## src/rtl/qe_pkg.sv

```systemverilog
package qe_pkg;

    localparam logic [7:0] OP_WREN = 8'h06;
    localparam logic [7:0] OP_RDSR = 8'h05;
    localparam logic [7:0] OP_WRSR = 8'h01;

    localparam int QE_POS  = 6;
    localparam int WEL_POS = 1;
    localparam int WIP_POS = 0;

    localparam logic [7:0] QE_SET_MASK = 8'h40;
    localparam logic [7:0] KEEP_MASK   = 8'hFC;

    typedef enum logic [2:0] {
        PH_IDLE,
        PH_GAP,
        PH_OP,
        PH_OPW,
        PH_DAT,
        PH_DATW,
        PH_DONE,
        PH_FAIL
    } phase_e;

    typedef enum logic [2:0] {
        SP_PEEK,
        SP_WREN,
        SP_WELCHK,
        SP_WRITE,
        SP_POLL,
        SP_VERIFY
    } step_e;

    function automatic logic [7:0] step_opcode(step_e s);
        case (s)
            SP_WREN:  return OP_WREN;
            SP_WRITE: return OP_WRSR;
            default:  return OP_RDSR;
        endcase
    endfunction

    function automatic logic step_two_bytes(step_e s);
        return (s != SP_WREN);
    endfunction

endpackage

```

## src/rtl/qe_spi_byte.sv

```systemverilog
module qe_spi_byte #(
    parameter int HALF_DIV = 2
) (
    input  logic       clk,
    input  logic       rst_n,
    input  logic       go_i,
    input  logic [7:0] tx_i,
    input  logic       miso_i,
    output logic       sck_o,
    output logic       mosi_o,
    output logic       done_o,
    output logic [7:0] rx_o
);

    localparam int DIV_W = (HALF_DIV > 1) ? $clog2(HALF_DIV) : 1;
    localparam logic [DIV_W-1:0] DIV_LAST = DIV_W'(HALF_DIV - 1);

    typedef struct packed {
        logic             active;
        logic             sck;
        logic [2:0]       bitn;
        logic [DIV_W-1:0] div;
        logic [7:0]       sh;
        logic [7:0]       rx;
        logic             done;
    } shf_t;

    shf_t r_q, r_d;

    always_comb begin
        r_d      = r_q;
        r_d.done = 1'b0;
        if (!r_q.active) begin
            if (go_i) begin
                r_d.active = 1'b1;
                r_d.sh     = tx_i;
                r_d.div    = '0;
                r_d.bitn   = '0;
                r_d.sck    = 1'b0;
            end
        end else if (r_q.div == DIV_LAST) begin
            r_d.div = '0;
            if (!r_q.sck) begin
                r_d.sck = 1'b1;
                r_d.rx  = {r_q.rx[6:0], miso_i};
            end else begin
                r_d.sck = 1'b0;
                if (r_q.bitn == 3'd7) begin
                    r_d.active = 1'b0;
                    r_d.done   = 1'b1;
                end else begin
                    r_d.bitn = r_q.bitn + 3'd1;
                    r_d.sh   = {r_q.sh[6:0], 1'b0};
                end
            end
        end else begin
            r_d.div = r_q.div + 1'b1;
        end
    end

    always_ff @(posedge clk or negedge rst_n) begin
        if (!rst_n) begin
            r_q <= '0;
        end else begin
            r_q <= r_d;
        end
    end

    assign sck_o  = r_q.sck;
    assign mosi_o = r_q.sh[7];
    assign done_o = r_q.done;
    assign rx_o   = r_q.rx;

endmodule

```

## src/rtl/qe_seq_ctrl.sv

```systemverilog
module qe_seq_ctrl
    import qe_pkg::*;
#(
    parameter int GAP_CYCLES = 3,
    parameter int POLL_LIMIT = 16,
    parameter int WREN_TRIES = 4
) (
    input  logic       clk,
    input  logic       rst_n,
    input  logic       start_i,
    input  logic       xfer_done_i,
    input  logic [7:0] xfer_rx_i,
    output logic       xfer_go_o,
    output logic [7:0] xfer_tx_o,
    output logic       cs_n_o,
    output logic       done_o,
    output logic       error_o
);

    localparam int GAP_W  = $clog2(GAP_CYCLES + 1);
    localparam int POLL_W = $clog2(POLL_LIMIT + 1);
    localparam int TRY_W  = $clog2(WREN_TRIES + 1);

    localparam logic [GAP_W-1:0]  GAP_LAST  = GAP_W'(GAP_CYCLES - 1);
    localparam logic [POLL_W-1:0] POLL_MAX  = POLL_W'(POLL_LIMIT);
    localparam logic [TRY_W-1:0]  TRY_MAX   = TRY_W'(WREN_TRIES);

    typedef struct packed {
        phase_e            phase;
        step_e             step;
        logic [GAP_W-1:0]  gap;
        logic [POLL_W-1:0] polls;
        logic [TRY_W-1:0]  tries;
        logic [7:0]        first_sr;
        logic              cs_n;
        logic              done;
        logic              fail;
    } seq_t;

    seq_t s_q, s_d;
    logic fin;
    logic [POLL_W-1:0] polls_inc;

    assign polls_inc = s_q.polls + 1'b1;

    always_comb begin
        s_d       = s_q;
        xfer_go_o = 1'b0;
        xfer_tx_o = step_opcode(s_q.step);
        fin       = 1'b0;

        case (s_q.phase)
            PH_IDLE, PH_DONE, PH_FAIL: begin
                if (start_i) begin
                    s_d.phase = PH_GAP;
                    s_d.step  = SP_PEEK;
                    s_d.gap   = '0;
                    s_d.polls = '0;
                    s_d.tries = '0;
                    s_d.done  = 1'b0;
                    s_d.fail  = 1'b0;
                    s_d.cs_n  = 1'b1;
                end
            end
            PH_GAP: begin
                if (s_q.gap == GAP_LAST) begin
                    s_d.phase = PH_OP;
                    s_d.cs_n  = 1'b0;
                end else begin
                    s_d.gap = s_q.gap + 1'b1;
                end
            end
            PH_OP: begin
                xfer_go_o = 1'b1;
                s_d.phase = PH_OPW;
            end
            PH_OPW: begin
                if (xfer_done_i) begin
                    if (step_two_bytes(s_q.step)) begin
                        s_d.phase = PH_DAT;
                    end else begin
                        fin = 1'b1;
                    end
                end
            end
            PH_DAT: begin
                xfer_go_o = 1'b1;
                xfer_tx_o = (s_q.step == SP_WRITE) ?
                            ((s_q.first_sr & KEEP_MASK) | QE_SET_MASK) : 8'h00;
                s_d.phase = PH_DATW;
            end
            PH_DATW: begin
                if (xfer_done_i) begin
                    fin = 1'b1;
                end
            end
            default: s_d.phase = PH_IDLE;
        endcase

        if (fin) begin
            s_d.cs_n  = 1'b1;
            s_d.gap   = '0;
            s_d.phase = PH_GAP;
            case (s_q.step)
                SP_PEEK: begin
                    s_d.first_sr = xfer_rx_i;
                    s_d.step     = xfer_rx_i[QE_POS] ? SP_VERIFY : SP_WREN;
                end
                SP_WREN: begin
                    s_d.step  = SP_WELCHK;
                    s_d.tries = s_q.tries + 1'b1;
                end
                SP_WELCHK: begin
                    if (xfer_rx_i[WEL_POS]) begin
                        s_d.step = SP_WRITE;
                    end else if (s_q.tries == TRY_MAX) begin
                        s_d.phase = PH_FAIL;
                        s_d.fail  = 1'b1;
                    end else begin
                        s_d.step = SP_WREN;
                    end
                end
                SP_WRITE: begin
                    s_d.step  = SP_POLL;
                    s_d.polls = '0;
                end
                SP_POLL: begin
                    if (xfer_rx_i[WEL_POS] || xfer_rx_i[WIP_POS]) begin
                        s_d.polls = polls_inc;
                        if (polls_inc == POLL_MAX) begin
                            s_d.phase = PH_FAIL;
                            s_d.fail  = 1'b1;
                        end
                    end else begin
                        s_d.step = SP_VERIFY;
                    end
                end
                SP_VERIFY: begin
                    if (xfer_rx_i[QE_POS] && !xfer_rx_i[WEL_POS]) begin
                        s_d.phase = PH_DONE;
                        s_d.done  = 1'b1;
                    end else begin
                        s_d.phase = PH_FAIL;
                        s_d.fail  = 1'b1;
                    end
                end
                default: s_d.phase = PH_FAIL;
            endcase
        end
    end

    always_ff @(posedge clk or negedge rst_n) begin
        if (!rst_n) begin
            s_q      <= '0;
            s_q.cs_n <= 1'b1;
        end else begin
            s_q <= s_d;
        end
    end

    assign cs_n_o  = s_q.cs_n;
    assign done_o  = s_q.done;
    assign error_o = s_q.fail;

endmodule

```

## src/rtl/qe_setup_seq.sv

```systemverilog
module qe_setup_seq #(
    parameter int SCK_HALF_DIV = 2,
    parameter int GAP_CYCLES   = 3,
    parameter int POLL_LIMIT   = 16,
    parameter int WREN_TRIES   = 4
) (
    input  logic clk,
    input  logic rst_n,
    input  logic start_i,
    output logic done_o,
    output logic error_o,
    output logic spi_cs_n_o,
    output logic spi_sck_o,
    output logic spi_mosi_o,
    input  logic spi_miso_i
);

    logic       xfer_go;
    logic [7:0] xfer_tx;
    logic       xfer_done;
    logic [7:0] xfer_rx;

    qe_seq_ctrl #(
        .GAP_CYCLES (GAP_CYCLES),
        .POLL_LIMIT (POLL_LIMIT),
        .WREN_TRIES (WREN_TRIES)
    ) u_ctrl (
        .clk         (clk),
        .rst_n       (rst_n),
        .start_i     (start_i),
        .xfer_done_i (xfer_done),
        .xfer_rx_i   (xfer_rx),
        .xfer_go_o   (xfer_go),
        .xfer_tx_o   (xfer_tx),
        .cs_n_o      (spi_cs_n_o),
        .done_o      (done_o),
        .error_o     (error_o)
    );

    qe_spi_byte #(
        .HALF_DIV (SCK_HALF_DIV)
    ) u_shift (
        .clk    (clk),
        .rst_n  (rst_n),
        .go_i   (xfer_go),
        .tx_i   (xfer_tx),
        .miso_i (spi_miso_i),
        .sck_o  (spi_sck_o),
        .mosi_o (spi_mosi_o),
        .done_o (xfer_done),
        .rx_o   (xfer_rx)
    );

endmodule

```

## config.mk

```make
export PLATFORM = sky130hd
export DESIGN_NAME = qe_setup_seq
export DESIGN_NICKNAME = d
export VERILOG_FILES = /design/src/rtl/qe_pkg.sv /design/src/rtl/qe_spi_byte.sv /design/src/rtl/qe_seq_ctrl.sv /design/src/rtl/qe_setup_seq.sv
export SDC_FILE = /design/constraint.sdc
export NUM_CORES = 1
export LEC_CHECK = 0
export BUFFER_PORTS_ARGS = -buffer_cell sky130_fd_sc_hd__buf_2
export CAP_MARGIN = 0
export CORE_MARGIN = 5
export CORE_UTILIZATION = 55
export DETAILED_ROUTE_END_ITERATION = 10
export PLACE_DENSITY = 0.86
export SETUP_SLACK_MARGIN = 0.1
export SLEW_MARGIN = 20
export SYNTH_ARGS = -nofsm -noshare
export SYNTH_HDL_FRONTEND = slang
export SYNTH_SLANG_ARGS = --single-unit
```

## constraint.sdc

```tcl
create_clock -name clk -period 1.85 [get_ports clk]
set_input_delay 0.2775 -clock clk [delete_from_list [all_inputs] [get_ports clk]]
set_output_delay 0.2775 -clock clk [all_outputs]
set_load 0.03 [all_outputs]
```

# ---- After elaboration in Yosys (flattened, before gate mapping)
# Index checks and enable logic that the tools add are counted.
dict set report classes {
  add_sub_neg 5
  n_eq_ne 25
  muxes 61
  n_bitwise 1
  n_reduce_logical 18
}
# cell n
set op_table {}
lappend op_table {{2-to-1 mux 8 bit} 7}
lappend op_table {{2-to-1 mux 3 bit} 16}
lappend op_table {{one-hot mux 3 bit (5 select lines)} 2}
lappend op_table {{2-to-1 mux 14 bit} 2}
lappend op_table {{2-to-1 mux 27 bit} 1}
lappend op_table {{equality test 3 bit, second input constant} 8}
lappend op_table {{2-to-1 mux 1 bit} 20}
lappend op_table {{2-to-1 mux 17 bit} 1}
lappend op_table {{2-to-1 mux 16 bit} 1}
lappend op_table {{equality test 3 x 2 -> 1 bit, second input constant} 4}
lappend op_table {{!= test 3 x 1 -> 1 bit, second input constant} 4}
lappend op_table {{one-hot mux 3 bit (4 select lines)} 1}
lappend op_table {{2-to-1 mux 5 bit} 2}
lappend op_table {{one-hot mux 5 bit (2 select lines)} 1}
lappend op_table {{AND reduction 3 bit} 3}
lappend op_table {{adder 3 x 1 -> 3 bit, second input constant} 2}
lappend op_table {{equality test 3 x 1 -> 1 bit, second input constant} 2}
lappend op_table {{logical NOT 3 bit} 2}
lappend op_table {{!= test 2 bit, second input constant} 3}
lappend op_table {{!= test 3 x 2 -> 1 bit, second input constant} 2}
lappend op_table {{one-hot mux 3 bit (2 select lines)} 1}
lappend op_table {{nonzero test 6 bit} 1}
lappend op_table {{OR reduction 3 bit} 2}
lappend op_table {{adder 5 x 1 -> 5 bit, second input constant} 1}
lappend op_table {{18 further kinds} 21}
dict set report word_totals {
  ff_bits 50
  out_inout_bits 5
}

# ---- Logic depth before layout (Yosys ltp)
# Gate-level depths: netlist (run 1).
dict set report logic_depth {
  depth_word 7
  ltp_mapped 7
  depth_no_buf 7
}

# ---- By module
# From an unflattened synthesis (run 1), not the netlist that was laid out.
dict set report unflattened {
  hier_cells 260
  area_unflattened_um2 2652.5
}
# mod n_inst cells_per_inst area_each_um2 seq_area_each_um2
set by_module_without_submodules {}
lappend by_module_without_submodules {qe_seq_ctrl 1 178 1571.5 601.8}
lappend by_module_without_submodules {qe_spi_byte 1 82 1081.0 575.6}

# ---- Worst setup path after synthesis (run 1)
# Ideal clock, no wire load.
dict set report synth_path {
  path_kind {reg2reg}
  from {reg u_ctrl.s_q[23] in the netlist's numbering}
  to {reg u_ctrl.s_q[10] in the netlist's numbering}
  setup_time_ps 125
  arrival_time_ps 1596
  required_time_ps 1725
  path_slack_ps 129
  path_stages_with_launch 5
  n_path_buf 0
  synth_period_minus_slack_ps 1721
  path_cell_list {dfrtp_1 -> or3b_4 -> a2111oi_4 -> nand2_4 -> mux2_4}
}
dict set report synth_between {
  elab_chain_len 5
}
# element line
set synth_lines {}
lappend synth_lines {{start: declaration} qe_seq_ctrl.sv:40} ;# seq_t s_q, s_d;
lappend synth_lines {{!= test 3 x 1 -> 1 bit} qe_pkg.sv:43} ;# return (s != SP_WREN);
lappend synth_lines {{2-to-1 mux 1 bit} qe_seq_ctrl.sv:79} ;# if (step_two_bytes(s_q.step)) begin
lappend synth_lines {{2-to-1 mux 1 bit} qe_seq_ctrl.sv:78} ;# if (xfer_done_i) begin
lappend synth_lines {{one-hot mux 1 bit (2 select lines)} qe_seq_ctrl.sv:52} ;# case (s_q.phase)
lappend synth_lines {{AND reduction 2 bit (no source line) (*)} -}
# Mark *: on every way between the ends. The rest lies on a longest branch, timed or not.
# A chain may end at the register's enable or synchronous reset.

# ---- Worst setup path in the final report (run 1)
# Ends and elaborated chain as after synthesis.

==> flow_metrics.tcl, run 1 <==
set metrics [dict create \
    drt_wl_total_um 5050 \
    worst_slack_ns 0.0209 \
    syn-num-nets 246 \
    rr_worst_depth 4 \
    period_share_pct 98.9 \
    viasPerCell 6.04 \
    hold_class "input pin to async pin" \
    grt_pass1_vias 1815 \
    dp_worst_setup_slack_ns 0.0208 \
    p_per_area_nw_per_um2 1260 \
    dp_hpwl_um 3460 \
    port_buffers 8 \
    tightest_slew_ns 0.580 \
    grt_usage_pct 17.0 \
    cts-root-buf "clkbuf_8" \
    power_leakage_nw 1.37 \
    first_iter_violations 208 \
    ys.flop_type "dfrtp_1" \
    wire_per_inst_um 16.0 \
    place.gp.congestion 0.925 \
    dp_cells 301 \
    largest_reg_flops 21 \
    grt_max_degree 48 \
    final_cells 315 \
    ys_ff_latch 47 \
    status "finished, final reports clean" \
    io-pin-count 9 \
    vias 1904 \
    yosysTopAreaCell "dfrtp_1" \
    fmax_mhz 547 \
    rsz0062_at_grt "true" \
    clock_sinks 47 \
    cp.required_ns 2.04 \
    die-area_um2 6060 \
    htree_levels 2 \
    synth_top_family_by_area "compound AO/OA/AOI/OAI gates" \
    grt_remaining_overflow 0 \
    largest-register "u_ctrl.s_q" \
    path_class "flip-flop to flip-flop" \
    min_period_ns 1.83 \
    endpoint_kind "flip-flop" \
    die_h_um 77.8 \
    synth-edff-count 0 \
    synthMuxAreaShare_pct 8.65 \
    ys_types 55 \
    hold_buffers 0 \
    numCtsBuffers 5 \
    yosys.area_share.simple_pct 16.5 \
    clock_latency_ns 0.30 \
    drtPass1Iterations 5 \
    antenna_found_initial 0 \
    coreArea_um2 4410 \
    drc 0 \
    cts_buffer_depth 2 \
    synth.area.top_cells "dfrtp_1, mux2_2, ha_1, mux2_4, nand2_1" \
    final_util_pct 66.3 \
    cts_tree "done" \
    synth-compound-area-share_pct 17.5 \
    yosys_warnings 0 \
    final_antenna_net_count 0 \
    grt_pass1_wl_um 8340 \
    fin_total_pwr_w 0.00369 \
    path_clk_slew_ns 0.09 \
    initial_core_util_pct 57.3 \
    n_fill_cell 325 \
    critPathMaxFanout 5 \
    async_flop_share_pct 100 \
    netlist_area_um2 2530 \
    timing.slew.headroom_pct 61.3 \
    arrival_ns 2.02 \
    syn_area_per_cell_um2 10.8 \
    syn_to_final_growth_pct 15.6 \
    synth-adder-area-share_pct 3.46 \
    synth_top_area_share_pct 45.5 \
    synth_most_common_cell "dfrtp_1" \
    layout.nets 273 \
    fin_setup_tns_ns 0 \
    die_x_um 77.8 \
    ys_seq_area_share_pct 46.5 \
    final_layout_size_suffix_gt1_share_pct 29.3 \
    finalHoldViolCount 0 \
    synth_commonest_cells "dfrtp_1, nand2_1, nor2_1" \
    fp-row-count 24 \
    antenna_cells 0 \
    synthCells 235 \
    finClkSkew_ns 0.00803 \
    slew_viol_final 0 \
    maxCapViolCount 0 \
    setup_violations 0 \
    synthXorXnorAreaFrac_pct 2.03 \
    start_kind "flip-flop" \
    peakVddDrop_uv 660 \
]
report_power, final:
part | switching, W | internal (W) | total, W
Clock | 0.000363 | 0.000410 | 0.000772
Combinational | 0.000697 | 0.000643 | 0.00134
Sequential | 0.000269 | 0.00131 | 0.00158
cell families (layout without fill, tap and decap cells):
group                      count (synthesis)  count (layout)
and+or+nand+nor                           72              72
buffers and inverters                     28              56
xor gates and xnor gates                   5               5
adders and majority gates                  7               7
DFF                                       47              47
AOI/OAI and AO/OA                         58              58
muxes                                     18              18
placed cells by master, fill, tap and decap left out, types with 3 or more instances in the layout:
| cell | n |
|---|---|
| a21oi_1 | 8 |
| a221o_1 | 3 |
| a222oi_1 | 4 |
| a22o_1 | 5 |
| buf_2 | 8 |
| buf_4 | 24 |
| clkbuf_8 | 5 |
| dfrtp_1 | 45 |
| ha_1 | 7 |
| inv_1 | 14 |
| mux2_2 | 11 |
| mux2_4 | 5 |
| nand2_1 | 17 |
| nand3_1 | 8 |
| nand3b_1 | 6 |
| nor2_1 | 15 |
| nor2b_1 | 3 |
| nor3_1 | 4 |
| o21ai_0 | 7 |
| o21ai_1 | 8 |
| or3_1 | 3 |
layout make-up:
| cell class | instances | area, µm² | share of cell area, % |
|---|---|---|---|
| Clock buffer | 5 | 68.8 | 2.35 |
| Multi-Input combinational cell | 160 | 1270 | 43.4 |
| Inverter | 14 | 52.6 | 1.80 |
| Tap cell | 52 | 65.1 | 2.22 |
| Clock inverter | 3 | 47.5 | 1.63 |
| Sequential cell | 47 | 1180 | 40.3 |
| Timing Repair Buffer | 34 | 243 | 8.30 |
critical path: stages, from the launching register on:
cell,delay (ns)
dfrtp_1,0.43
or3b_4,0.45
a2111oi_4,0.40
nand2_4,0.14
mux2_4,0.31
through the flow:
step	cell area (µm²)	hold WS, ns
5_1_grt	2930	0.108
6_report	2930	0.0413
2_1_floorplan	2530	-0.0181
3_3_place_gp	2700	0.400
3_5_place_dp	2700	0.404
4_1_cts	2840	0.0703
worst paths after layout:
path                            slack, ns                  startpoint                     endpoint
worst min-delay path                 0.04                       rst_n   u_ctrl.s_q[19]$_DFFE_PN0P_
worst min register to register       0.47  u_ctrl.s_q[19]$_DFFE_PN0P_   u_ctrl.s_q[19]$_DFFE_PN0P_
min in group clk                     0.20                  spi_miso_i  u_shift.rx_o[0]$_DFFE_PN0P_
worst max-delay path                 0.02    u_ctrl.s_q[23]$_DFF_PN0_   u_ctrl.s_q[10]$_DFFE_PN0P_
worst max register to register       0.02    u_ctrl.s_q[23]$_DFF_PN0_   u_ctrl.s_q[10]$_DFFE_PN0P_
max in group asynchronous            1.37                       rst_n   u_ctrl.s_q[24]$_DFFE_PN0P_
per-layer routing:
metal	track usage [%]	vias up	wire length [µm]
met5	0	-	0
met1	21.3	953	2190
met2	28.4	38	2590
met3	3.59	10	170
met4	7.22	0	105
li1	-	903	-
timing repair:
| action | in CTS | in global routing |
|---|---|---|
| setup endpoints to repair | 9 | 30 |
| pin swaps | 0 | 8 |
| resized for setup | 1 | 10 |
| buffers inserted | 1 | 5 |
Note: power is estimated with default switching activity, not from simulation.
==> inputs of run 2 (changes only) <==
--- a/config.mk
+++ b/config.mk
@@ -8,11 +8,12 @@
 export BUFFER_PORTS_ARGS = -buffer_cell sky130_fd_sc_hd__buf_2
 export CAP_MARGIN = 0
 export CORE_MARGIN = 5
-export CORE_UTILIZATION = 55
+export CORE_UTILIZATION = 56
 export DETAILED_ROUTE_END_ITERATION = 10
-export PLACE_DENSITY = 0.86
+export PLACE_DENSITY = 0.87
 export SETUP_SLACK_MARGIN = 0.1
 export SLEW_MARGIN = 20
 export SYNTH_ARGS = -nofsm -noshare
 export SYNTH_HDL_FRONTEND = slang
+export SYNTH_HIERARCHICAL = 1
 export SYNTH_SLANG_ARGS = --single-unit
==> flow_metrics.tcl, run 2 <==
set metrics [dict create \
    min_period_ns 1.76 \
    drc 0 \
    synthCells 260 \
    ff2ff_setup_slack_ns 0.09 \
    initial_core_util_pct 56.9 \
    synth_top_area_share_pct 43.4 \
    final_cells 337 \
    antenna_found_initial 0 \
    grt_pass1_vias 1889 \
    cts_tree "done" \
    synth.area.top_cells "dfrtp_1, mux2_2, mux2_4, nand2_1, o21ai_0" \
    place.gp.congestion 0.868 \
    layout.nets 293 \
    fmax_mhz 569 \
    period_share_pct 94.9 \
    yosysTopAreaCell "dfrtp_1" \
    path_clk_slew_ns 0.10 \
    start_kind "flip-flop" \
    ys_types 52 \
    path_class "flip-flop to flip-flop" \
    hold_depth 2 \
    first_iter_violations 185 \
    clock_latency_ns 0.30 \
    grt.busiest_layer "met2" \
    synth-edff-count 0 \
    final_common_cell "dfrtp_1" \
    tightest_slew_ns 0.731 \
    ys_seq_area_share_pct 44.4 \
    rr_worst_depth 5 \
    ys.flop_type "dfrtp_1" \
    die_x_um 78.8 \
    use_met3_pct 3.74 \
    rr_startpoint "u_ctrl/s_q[23]$_DFF_PN0_" \
    largest_reg_flops 21 \
    maxCapViolCount 0 \
    final_antenna_net_count 0 \
    fin_setup_tns_ns 0 \
    grt_max_degree 30 \
    status "finished, final reports clean" \
    coreArea_um2 4660 \
    worst_slack_ns 0.0935 \
    power_leakage_nw 1.44 \
    fp-row-count 25 \
    fin_total_pwr_w 0.00346 \
    port_buffers 8 \
    synth_commonest_cells "dfrtp_1, nand2_1, o21ai_0" \
    setup_violations 0 \
    yosys_warnings 6 \
    largest-register "u_ctrl/s_q" \
    clock_sinks 47 \
    syn_to_final_growth_pct 15.0 \
    io-pin-count 9 \
    htree_levels 2 \
    whs_endpoint "u_shift/rx_o[0]$_DFFE_PN0P_" \
    dp_worst_setup_slack_ns 0.0374 \
    hp-start "spi_miso_i" \
    numCtsBuffers 5 \
    cp.required_ns 2.05 \
    grt_usage_pct 17.6 \
    drtPass1Iterations 4 \
    dp_cells 321 \
    critPathMaxFanout 4 \
    peakVddDrop_uv 711 \
    slew_viol_final 0 \
    wire_per_inst_um 15.8 \
    vias 1989 \
    arrival_ns 1.95 \
    p_per_area_nw_per_um2 1130 \
    final_layout_size_suffix_gt1_share_pct 31.4 \
    syn-num-nets 271 \
    cts-root-buf "clkbuf_8" \
    rsz0062_at_grt "true" \
    drt_wl_total_um 5310 \
    use_met1_pct 23.9 \
    finClkSkew_ns 0.00603 \
    final_cell_area_um2 3050 \
    use_met2_pct 29.5 \
    dpl_cell_area_um2 2780 \
    cts_buffer_depth 2 \
    grt_pass1_wl_um 8730 \
    die_h_um 78.8 \
    syn_area_per_cell_um2 10.2 \
    dp_hpwl_um 3660 \
    layout_common_cells "dfrtp_1, nand2_1, buf_4" \
    die-area_um2 6210 \
    endpoint_kind "flip-flop" \
    finalHoldViolCount 0 \
    synth_most_common_cell "dfrtp_1" \
    ys_ff_latch 47 \
    antenna_cells 0 \
    timing.slew.headroom_pct 50.8 \
    async_flop_share_pct 100 \
    hold_class "input pin to flip-flop" \
    reg2reg_to "u_ctrl/s_q[24]$_DFFE_PN0P_" \
    netlist_area_um2 2650 \
    grt_remaining_overflow 0 \
    viasPerCell 5.90 \
]
## run 2: cell count changes in the layout (fill, tap and decap cells not counted), moves of 4 or more
cell	before	now
dfrtp_2	1	5
o21ai_0	7	16
inv_1	14	8
a222oi_1	4	0
and2_1	1	7
nand2_1	17	31
mux2_4	5	9
dfrtp_1	45	41
## run 2: layout make-up
cell class                 instances  area [µm²]
tap                               54        67.6
clock buffer                       5        68.8
inverter                           8        30.0
multi-input combinational        187        1410
fill                             346        1610
sequential                        47        1180
timing repair buffer              33         243
clock inverter                     3        47.5
## run 2: kinds of logic (layout without fill, tap and decap cells)
| kind of cell | count (synthesis) | after routing | share of synthesized area (%) |
|---|---|---|---|
| AOI/OAI and AO/OA | 57 | 57 | 14.7 |
| xor gates and xnor gates | 4 | 4 | 2.03 |
| adders and majority gates | 7 | 7 | 3.30 |
| buffers and inverters | 26 | 49 | 5.61 |
| DFF | 47 | 47 | 44.4 |
| muxes | 22 | 22 | 10.4 |
| and+or+nand+nor | 97 | 97 | 19.5 |
## run 2: worst max path at each step
stage                                from                         end  slack (ns)  cells after the start
2_1_floorplan    u_ctrl/s_q[21]$_DFF_PN0_  u_ctrl/s_q[24]$_DFFE_PN0P_        0.03                      6
3_3_place_gp     u_ctrl/s_q[23]$_DFF_PN0_  u_ctrl/s_q[24]$_DFFE_PN0P_        0.09                      5
3_5_place_dp   u_ctrl/s_q[24]$_DFFE_PN0P_  u_shift/mosi_o$_DFFE_PN0P_        0.04                      5
4_1_cts          u_ctrl/s_q[22]$_DFF_PN0_  u_ctrl/s_q[24]$_DFFE_PN0P_        0.06                      5
5_1_grt          u_ctrl/s_q[22]$_DFF_PN0_    u_ctrl/s_q[16]$_DFF_PN0_        0.04                      6
6_report         u_ctrl/s_q[23]$_DFF_PN0_  u_ctrl/s_q[24]$_DFFE_PN0P_        0.09                      5
## run 2: through the flow
stage | hold WS [ns] | utilization, %
global route | 0.202 | 65.4
finish | 0.217 | 65.4
floorplan | -0.0181 | -
global placement | 0.252 | 59.7
CTS | 0.211 | 62.7
detailed placement | 0.253 | 59.7
## run 2: repair_timing
item                       4_1_cts  5_1_grt
setup endpoints to repair        9       24
setup buffers                    0        7
gates cloned                     0        0
gates resized for setup          6       23
pin swaps                        2       10
hold endpoints to repair        18        0
hold buffers                     1        0
## run 2: worst max-delay path, cell delays in order, from the launching register on
cell     delay [ns]
dfrtp_1        0.39
or3b_4         0.45
nand2_4        0.10
nand3_4        0.07
or4_4          0.42
a32o_1         0.23
## run 2: power by group
part / switching, W / internal, W
logic: 0.000586 / 0.000580
clock network: 0.000371 / 0.000410
registers: 0.000214 / 0.00129
total: 0.00117 / 0.00229
## run 2: routing by layer
metal  part of all wire, %  vias up
met5                     0        -
met4                  0.40        0
met3                   4.2        3
met2                    50       51
met1                    45      970
li1                      -      965
==> inputs of run 3 (changes only) <==
--- a/config.mk
+++ b/config.mk
@@ -10,6 +10,7 @@
 export CORE_MARGIN = 5
 export CORE_UTILIZATION = 56
 export DETAILED_ROUTE_END_ITERATION = 10
+export MAX_ROUTING_LAYER = met4
 export PLACE_DENSITY = 0.87
 export SETUP_SLACK_MARGIN = 0.1
 export SLEW_MARGIN = 20
==> flow_metrics.tcl, run 3 (synthesis gave the netlist of run 2 again) <==
set metrics [dict create \
    final_antenna_net_count 0 \
    port_buffers 8 \
    wire_per_inst_um 15.8 \
    final_layout_size_suffix_gt1_share_pct 31.4 \
    grt_pass1_vias 1893 \
    final_common_cell "dfrtp_1" \
    arrival_ns 1.96 \
    period_share_pct 95.2 \
    fp-row-count 25 \
    p_per_area_nw_per_um2 1130 \
    antenna_found_initial 0 \
    cts-root-buf "clkbuf_8" \
    p_int_w 0.00229 \
    dpl_cell_area_um2 2780 \
    drtPass1Iterations 4 \
    power.share.switching_pct 33.8 \
    vias 1985 \
    peakVddDrop_uv 711 \
    cts_tree "done" \
    io-pin-count 9 \
    fin_setup_tns_ns 0 \
    power_leakage_nw 1.44 \
    numCtsBuffers 5 \
    htree_levels 2 \
    grt_usage_pct 18.1 \
    first_iter_violations 184 \
    initial_core_util_pct 56.9 \
    rsz0062_at_grt "true" \
    maxCapViolCount 0 \
    p_sw_w 0.00117 \
    hold_class "input pin to flip-flop" \
    clkPwrFrac_pct 22.5 \
    slew_viol_final 0 \
    critPathMaxFanout 4 \
    start_kind "flip-flop" \
    antenna_cells 0 \
    largest-register "u_ctrl/s_q" \
    syn_to_final_growth_pct 15.0 \
    final_cell_area_um2 3050 \
    layout.nets 293 \
    cts_buffer_depth 2 \
    clock_sinks 47 \
    min_period_ns 1.76 \
    die_h_um 78.8 \
    path_clk_slew_ns 0.09 \
    grt_max_degree 30 \
    dp_hpwl_um 3660 \
    place.gp.congestion 0.882 \
    tightest_slew_ns 0.715 \
    cp.required_ns 2.04 \
    pwr-share-comb_pct 33.8 \
    fmax_mhz 568 \
    grt_pass1_wl_um 8740 \
    status "finished, final reports clean" \
    setup_violations 0 \
    drt_wl_total_um 5320 \
    die_x_um 78.8 \
    drc 0 \
    viasPerCell 5.89 \
    endpoint_kind "flip-flop" \
    finalHoldViolCount 0 \
    die-area_um2 6210 \
    n_fill_cell 346 \
    coreArea_um2 4660 \
    grt_remaining_overflow 0 \
    path_class "flip-flop to flip-flop" \
    timing.slew.headroom_pct 51.9 \
    pwr-share-seq_pct 43.7 \
    layout_common_cells "dfrtp_1, nand2_1, buf_4" \
    finClkSkew_ns 0.00515 \
    clock_latency_ns 0.30 \
    largest_reg_flops 21 \
]
run 3: cell counts in the layout (fill, tap and decap cells not counted):
Identical to the previous run, type by type.
run 3: metrics by stage:
stage          std cells  total power (W)  hold slack (ns)  setup WS, ns  util (%)
2_1_floorplan        260          0.00247          -0.0181        0.0318         -
3_3_place_gp         321          0.00256            0.252        0.0897      59.7
3_5_place_dp         321          0.00262            0.253        0.0374      59.7
4_1_cts              330          0.00341            0.211        0.0560      62.7
5_1_grt              337          0.00369            0.202        0.0404      65.4
6_report             337          0.00345            0.218        0.0879      65.4
run 3: power groups by stage:
stage	registers, W	logic, W	clock network, W
3_5_place_dp	0.00152	0.00110	0
3_3_place_gp	0.00151	0.00106	0
4_1_cts	0.00151	0.00111	0.000796
2_1_floorplan	0.00153	0.000933	0
5_1_grt	0.00155	0.00130	0.000841
6_report	0.00151	0.00116	0.000776
run 3: final cells by class:
type | count | area (µm²) | area share, %
clock buffers | 5 | 68.8 | 2.26
clock inverters | 3 | 47.5 | 1.56
inverters | 8 | 30.0 | 0.984
multi-input cells | 187 | 1410 | 46.2
flip-flops and latches | 47 | 1180 | 38.8
well taps | 54 | 67.6 | 2.21
repair buffers | 33 | 243 | 7.96
run 3: worst paths after layout:
| path | endpoint | cells past startpoint | from | slack [ns] |
|---|---|---|---|---|
| worst max-delay path | u_ctrl/s_q[24]$_DFFE_PN0P_ | 5 | u_ctrl/s_q[23]$_DFF_PN0_ | 0.09 |
| worst max register to register | u_ctrl/s_q[24]$_DFFE_PN0P_ | 5 | u_ctrl/s_q[23]$_DFF_PN0_ | 0.09 |
| worst min register to register | u_ctrl/error_o$_DFF_PN0_ | 2 | u_ctrl/error_o$_DFF_PN0_ | 0.49 |
| max in group asynchronous | u_ctrl/cs_n_o$_DFFE_PN1P_ | 3 | rst_n | 0.82 |
| min in group asynchronous | u_ctrl/s_q[6]$_DFFE_PN0P_ | 2 | rst_n | 0.45 |
| worst min-delay path | u_shift/rx_o[0]$_DFFE_PN0P_ | 2 | spi_miso_i | 0.22 |
run 3: critical path: stages (launching register included):
cell,delay [ns]
dfrtp_1,0.39
or3b_4,0.45
nand2_4,0.10
nand3_4,0.07
or4_4,0.42
a32o_1,0.23
run 3: per-layer routing:
metal / wire, µm / track usage (%)
met1: 2470 / 23.9
met2: 2630 / 29.5
met3: 192 / 3.74
met4: 30 / 3.09
met5: 0 / -
run 3: repair_timing:
item,CTS,global route
setup buffers,0,7
resized for setup,6,23
hold endpoints to repair,18,0
endpoints found under the setup margin,9,24
hold buffers,1,0
pin swaps,2,10
